File: config.mk
export PLATFORM = sky130hd
export DESIGN_NAME = csd_recoder
export DESIGN_NICKNAME = d
export VERILOG_FILES = /design/src/rtl/csd_pkg.sv /design/src/rtl/csd_digit_rule.sv /design/src/rtl/csd_bit_stream.sv /design/src/rtl/csd_scan_ctrl.sv /design/src/rtl/csd_recoder.sv
export SDC_FILE = /design/constraint.sdc
export NUM_CORES = 1
export LEC_CHECK = 0
export BUFFER_PORTS_ARGS = -buffer_cell sky130_fd_sc_hd__buf_2
export CAP_MARGIN = 10
export CORE_MARGIN = 8
export CORE_UTILIZATION = 48
export CTS_CLUSTER_DIAMETER = 40
export DETAILED_ROUTE_END_ITERATION = 7
export PLACE_DENSITY = 0.69
export RECOVER_POWER = 100
export SLEW_MARGIN = 10
export SYNTH_ARGS = -nofsm -noshare
export SYNTH_HDL_FRONTEND = slang
export SYNTH_HIERARCHICAL = 1
export SYNTH_SLANG_ARGS = --single-unit
File: constraint.sdc
create_clock -name clk -period 1.13 [get_ports clk]
set_clock_uncertainty 0.05 [all_clocks]
set_input_delay 0.226 -clock clk [delete_from_list [all_inputs] [get_ports clk]]
set_output_delay 0.226 -clock clk [all_outputs]
set_load 0.05 [all_outputs]
File: src/rtl/csd_pkg.sv
`timescale 1ns/1ps
package csd_pkg;

  typedef enum logic [1:0] {
    DIG_ZERO = 2'b00,
    DIG_POS  = 2'b01,
    DIG_NEG  = 2'b11
  } csd_digit_e;

  typedef struct packed {
    csd_digit_e digit;
    logic       carry_next;
  } csd_step_t;

endpackage

File: src/rtl/csd_digit_rule.sv
`timescale 1ns/1ps
module csd_digit_rule
  import csd_pkg::*;
(
  input  logic      cur_bit,
  input  logic      ref_bit,
  input  logic      carry_in,
  output csd_step_t step
);

  always_comb begin
    unique case ({cur_bit, carry_in})
      2'b00: begin
        step.digit      = DIG_ZERO;
        step.carry_next = 1'b0;
      end
      2'b11: begin
        step.digit      = DIG_ZERO;
        step.carry_next = 1'b1;
      end
      default: begin
        if (ref_bit) begin
          step.digit      = DIG_NEG;
          step.carry_next = 1'b1;
        end else begin
          step.digit      = DIG_POS;
          step.carry_next = 1'b0;
        end
      end
    endcase
  end

endmodule

File: src/rtl/csd_bit_stream.sv
`timescale 1ns/1ps
module csd_bit_stream #(
  parameter int WIDTH = 8
) (
  input  logic             clk,
  input  logic             rst,
  input  logic             load,
  input  logic             shift,
  input  logic [WIDTH-1:0] word,
  output logic             cur_bit,
  output logic             ref_bit
);

  localparam int SR_W = WIDTH + 2;

  logic [SR_W-1:0] sr;

  always_ff @(posedge clk) begin
    if (rst) begin
      sr <= '0;
    end else if (load) begin
      sr <= {word[WIDTH-1], word[WIDTH-1], word};
    end else if (shift) begin
      sr <= {sr[SR_W-1], sr[SR_W-1:1]};
    end
  end

  assign cur_bit = sr[0];
  assign ref_bit = sr[1];

endmodule

File: src/rtl/csd_scan_ctrl.sv
`timescale 1ns/1ps
module csd_scan_ctrl #(
  parameter int WIDTH = 8
) (
  input  logic clk,
  input  logic rst,
  input  logic start,
  output logic busy,
  output logic last,
  output logic done
);

  localparam int NDIG  = WIDTH + 1;
  localparam int IDX_W = $clog2(NDIG + 1);

  logic [IDX_W-1:0] idx;
  logic             fin_q;

  assign last = busy && (idx == IDX_W'(WIDTH));

  always_ff @(posedge clk) begin
    if (rst) begin
      busy  <= 1'b0;
      idx   <= '0;
      fin_q <= 1'b0;
      done  <= 1'b0;
    end else begin
      done <= fin_q && !start;
      if (start) begin
        busy  <= 1'b1;
        idx   <= '0;
        fin_q <= 1'b0;
      end else begin
        fin_q <= last;
        if (busy) begin
          idx <= idx + IDX_W'(1);
          if (last) begin
            busy <= 1'b0;
          end
        end
      end
    end
  end

endmodule

File: src/rtl/csd_recoder.sv
`timescale 1ns/1ps
module csd_recoder
  import csd_pkg::*;
#(
  parameter int WIDTH = 8
) (
  input  logic             clk,
  input  logic             rst,
  input  logic             start,
  input  logic [WIDTH-1:0] mult_word,
  output logic             digit_stb,
  output logic [1:0]       digit_code,
  output logic             scan_done
);

  logic      busy;
  logic      last;
  logic      cur_bit;
  logic      ref_bit;
  logic      run_bit;
  csd_step_t step;

  csd_scan_ctrl #(.WIDTH(WIDTH)) u_ctrl (
    .clk   (clk),
    .rst   (rst),
    .start (start),
    .busy  (busy),
    .last  (last),
    .done  (scan_done)
  );

  csd_bit_stream #(.WIDTH(WIDTH)) u_stream (
    .clk     (clk),
    .rst     (rst),
    .load    (start),
    .shift   (busy && !start),
    .word    (mult_word),
    .cur_bit (cur_bit),
    .ref_bit (ref_bit)
  );

  csd_digit_rule u_rule (
    .cur_bit  (cur_bit),
    .ref_bit  (ref_bit),
    .carry_in (run_bit),
    .step     (step)
  );

  always_ff @(posedge clk) begin
    if (rst) begin
      run_bit    <= 1'b0;
      digit_stb  <= 1'b0;
      digit_code <= DIG_ZERO;
    end else if (start) begin
      run_bit    <= 1'b0;
      digit_stb  <= 1'b0;
      digit_code <= DIG_ZERO;
    end else if (busy) begin
      run_bit    <= step.carry_next;
      digit_stb  <= 1'b1;
      digit_code <= step.digit;
    end else begin
      digit_stb  <= 1'b0;
      digit_code <= DIG_ZERO;
    end
  end

endmodule

==> results.py <==
metrics = {
    "outcome": {
        "status": "finished, violations left",
        "violations": "negative setup slack",
    },
    "critical_path": {
        "worstPathArrival_ns": 1.41,
        "regToRegSetupSlack_ns": -0.13,
        "r2r_start": "run_bit",
        "end_kind": "register",
        "cp_cell_sequence": "ha_4, buf_4, buf_6, and2_2, and2_1",
        "startpoint_type": "register",
        "cp_max_fo": 2,
        "crit_type": "reg -> reg",
        "max_stage_delay_ns": 0.35,
        "worst_r2r_path_depth": 5,
        "r2r_end": "digit_code[1]",
        "worst_ep_required_time_ns": 1.29,
        "slowest_stage": "dfxtp_2",
    },
    "clock_network": {
        "path_clk_slew_ns": 0.11,
        "htree_num_levels": 1,
        "cts-root-buf": "clkbuf_4",
        "cts_buffers": 3,
        "worstSkewPairLatency_ns": 0.30,
        "cts_sinks": 21,
        "cts_tree": "built",
        "clockBufferDepth": 2,
    },
    "drt": {
        "wirelength_um": 1780,
        "wire_per_inst_um": 13.0,
        "drtPass1Iterations": 3,
        "drcViolationCount": 0,
        "drtAntennaViolNets": 0,
        "drt-initial-drc-count": 8,
        "vias": 665,
        "vias_per_cell": 4.85,
    },
    "sta": {
        "rsz0062_at_grt": "true",
        "fin_crit_sh_pct": 111,
        "hold_violations": 0,
        "hold_slack_ns": 0.131,
        "worst_slack_ns": -0.127,
        "worst_pin_slew_ns": 0.228,
        "setup_violations": 2,
        "fmax_mhz": 796,
        "timing.final.max_slew_violations": 0,
        "max_slew_margin_pct": 84.6,
        "tns_ns": -0.249,
        "fin_crit_ns": 1.26,
    },
    "cells_and_area": {
        "utilization_pct": 61.8,
        "multi_input_area_sq_um": 497,
        "drive_gt1_share_pct": 39.1,
        "num-nets-final": 125,
        "areaGrowthSynthToFinish_pct": 25.4,
        "num_antenna_cells": 0,
        "n_fill_cell": 163,
        "regArea_sq_um": 429,
    },
    "floorplanning": {
        "die_y_um": 60.2,
        "io_pins": 15,
        "num_rows": 16,
        "fp.dieW_um": 60.2,
        "die_area_sq_um": 3620,
        "initial_utilization_pct": 49.3,
        "core-area_sq_um": 1900,
    },
    "hold_path": {
        "holdPathStages": 3,
        "min_to": "u_stream/sr[9]",
        "hp-class": "in -> reg",
        "hold_start": "mult_word[7]",
    },
    "global_routing": {
        "antenna_found_initial": 0,
        "grt_use_met1_pct": 11.9,
        "busiest_layer": "met2",
        "track_usage_pct": 10.9,
        "grt_overflow": 0,
        "grt_util_met3_pct": 3.01,
        "grt_max_degree": 19,
        "grt_pass1_vias": 683,
        "grtUsageMet2_pct": 17.4,
        "grt_pass1_wl_um": 2910,
    },
    "logic_synthesis": {
        "synth-seq-cells": 21,
        "syn_inst": 86,
        "syn_area_per_cell_sq_um": 10.9,
        "yosys.cell_types.count": 27,
        "ys_warn_count": 6,
        "synth_fp_nets": 100,
        "syn_area_sq_um": 937,
        "ys_seq_area_share_pct": 44.9,
    },
    "power_and_ir_drop": {
        "leakagePower_nw": 0.479,
        "vdd_drop_max_mv": 0.728,
        "pwr_density_cell_nw_per_um2": 1140,
    },
    "placed_design": {
        "portBuffers": 14,
        "gp_congestion": 0.700,
        "dp_hpwl_um": 1150,
    },
    "job": {
        "maxCapViolations": 0,
    },
}
[metal layers]
layer	up-vias	part of all wire [%]
met5	-	0
met4	0	2.4
met3	4	3.6
met2	9	47
met1	301	46
li1	351	-
[where the power goes]
| part | switching, mW | internal [mW] |
|---|---|---|
| registers | 0.0193 | 0.772 |
| logic | 0.0915 | 0.0996 |
| clock network | 0.219 | 0.137 |
| total | 0.329 | 1.01 |
[cell families (layout without fill, tap and decap cells)]
| kind of cell | Yosys count | after routing | share of synthesized area, % |
|---|---|---|---|
| buffers and inverters | 8 | 32 | 4.54 |
| adder cells (fa/ha/maj) | 3 | 3 | 4.01 |
| flip-flops | 21 | 21 | 44.9 |
| AO/OA/AOI/OAI | 11 | 11 | 8.81 |
| AND/OR/NAND/NOR | 28 | 28 | 20.8 |
| multiplexers | 14 | 14 | 16.0 |
| XOR/XNOR | 1 | 1 | 0.935 |
[critical path: cells and delay by family (launching register included)]
| family | cells | cell delay, ns |
|---|---|---|
| DFF | 1 | 0.35 |
| adders and majority gates | 1 | 0.24 |
| buffers and inverters | 2 | 0.23 |
| and+or+nand+nor | 2 | 0.29 |
[area by class of cell]
cell class | instances | share of cell area [%]
Inverter | 4 | 1.28
Tap cell | 27 | 2.88
Timing Repair Buffer | 24 | 14.8
Clock buffer | 4 | 2.24
Multi-Input combinational cell | 57 | 42.3
Sequential cell | 21 | 36.5
[flip-flops by register name (all words and copies together) (netlist names)]
name and cells:
u_ctrl/done 1, u_ctrl/fin_q 1, u_ctrl/busy 1, digit_stb 1
u_stream/sr 10, digit_code 2, run_bit 1, u_ctrl/idx 4
[through the flow]
step	power, mW	worst slack (ns)	area, sq um	instances
after detailed placement	0.977	-0.121	1070	128
after global routing	1.40	-0.184	1170	137
after CTS	1.34	-0.113	1130	134
after global placement	0.972	-0.0952	1070	128
after floorplan	0.921	-0.0683	952	86
final	1.34	-0.127	1170	137
[repair_timing]
action	CTS	global route
setup buffers	1	3
cloned	1	0
resized for setup	9	8
endpoints found under the setup margin	15	18
pin swaps	2	5
hold buffers	0	0
[cells in the mapped netlist]
cell type	instances	area share [%]
nand4_2	1	1.3
nor2b_1	9	6.0
nor3b_2	1	1.3
buf_2	1	0.53
clkbuf_1	1	0.40
nor3b_1	1	0.80
inv_2	1	0.40
nand3b_1	1	0.80
xnor2_1	1	0.93
a211oi_1	9	7.2
and2_2	1	0.80
mux2i_1	12	13
and2_1	2	1.3
ha_1	3	4.0
or2_1	1	0.67
inv_1	3	1.2
buf_6	1	1.2
nor2_1	5	2.0
nor3_1	3	1.6
a21oi_1	1	0.53
mux2_4	2	3.2
buf_4	1	0.80
nor3b_4	1	2.0
dfxtp_1	21	45
a21bo_2	1	1.1
nor4bb_1	1	1.1
and4b_1	1	1.1
[worst max path at each step]
stage	end	cells past startpoint	slack [ns]	from
after CTS	run_bit	4	-0.11	run_bit
after detailed placement	run_bit	4	-0.12	u_stream/sr[0]
after global placement	run_bit	4	-0.1	u_stream/sr[0]
final	digit_code[1]	5	-0.13	run_bit
after global routing	run_bit	4	-0.18	run_bit
after floorplan	run_bit	4	-0.07	u_stream/sr[0]
[cells in the final DEF (no fill, tap or decap), drive strengths merged]
cell type,count
ha,3
nor2b,9
nand4,1
nor2,5
nor3b,3
buf,24
and2,3
inv,4
and4b,1
nand3b,1
a211oi,9
xnor2,1
or2,1
a21oi,1
mux2,2
nor4bb,1
dfxtp,21
mux2i,12
clkbuf,4
a21bo,1
nor3,3
(Power assumes the default switching activity.)
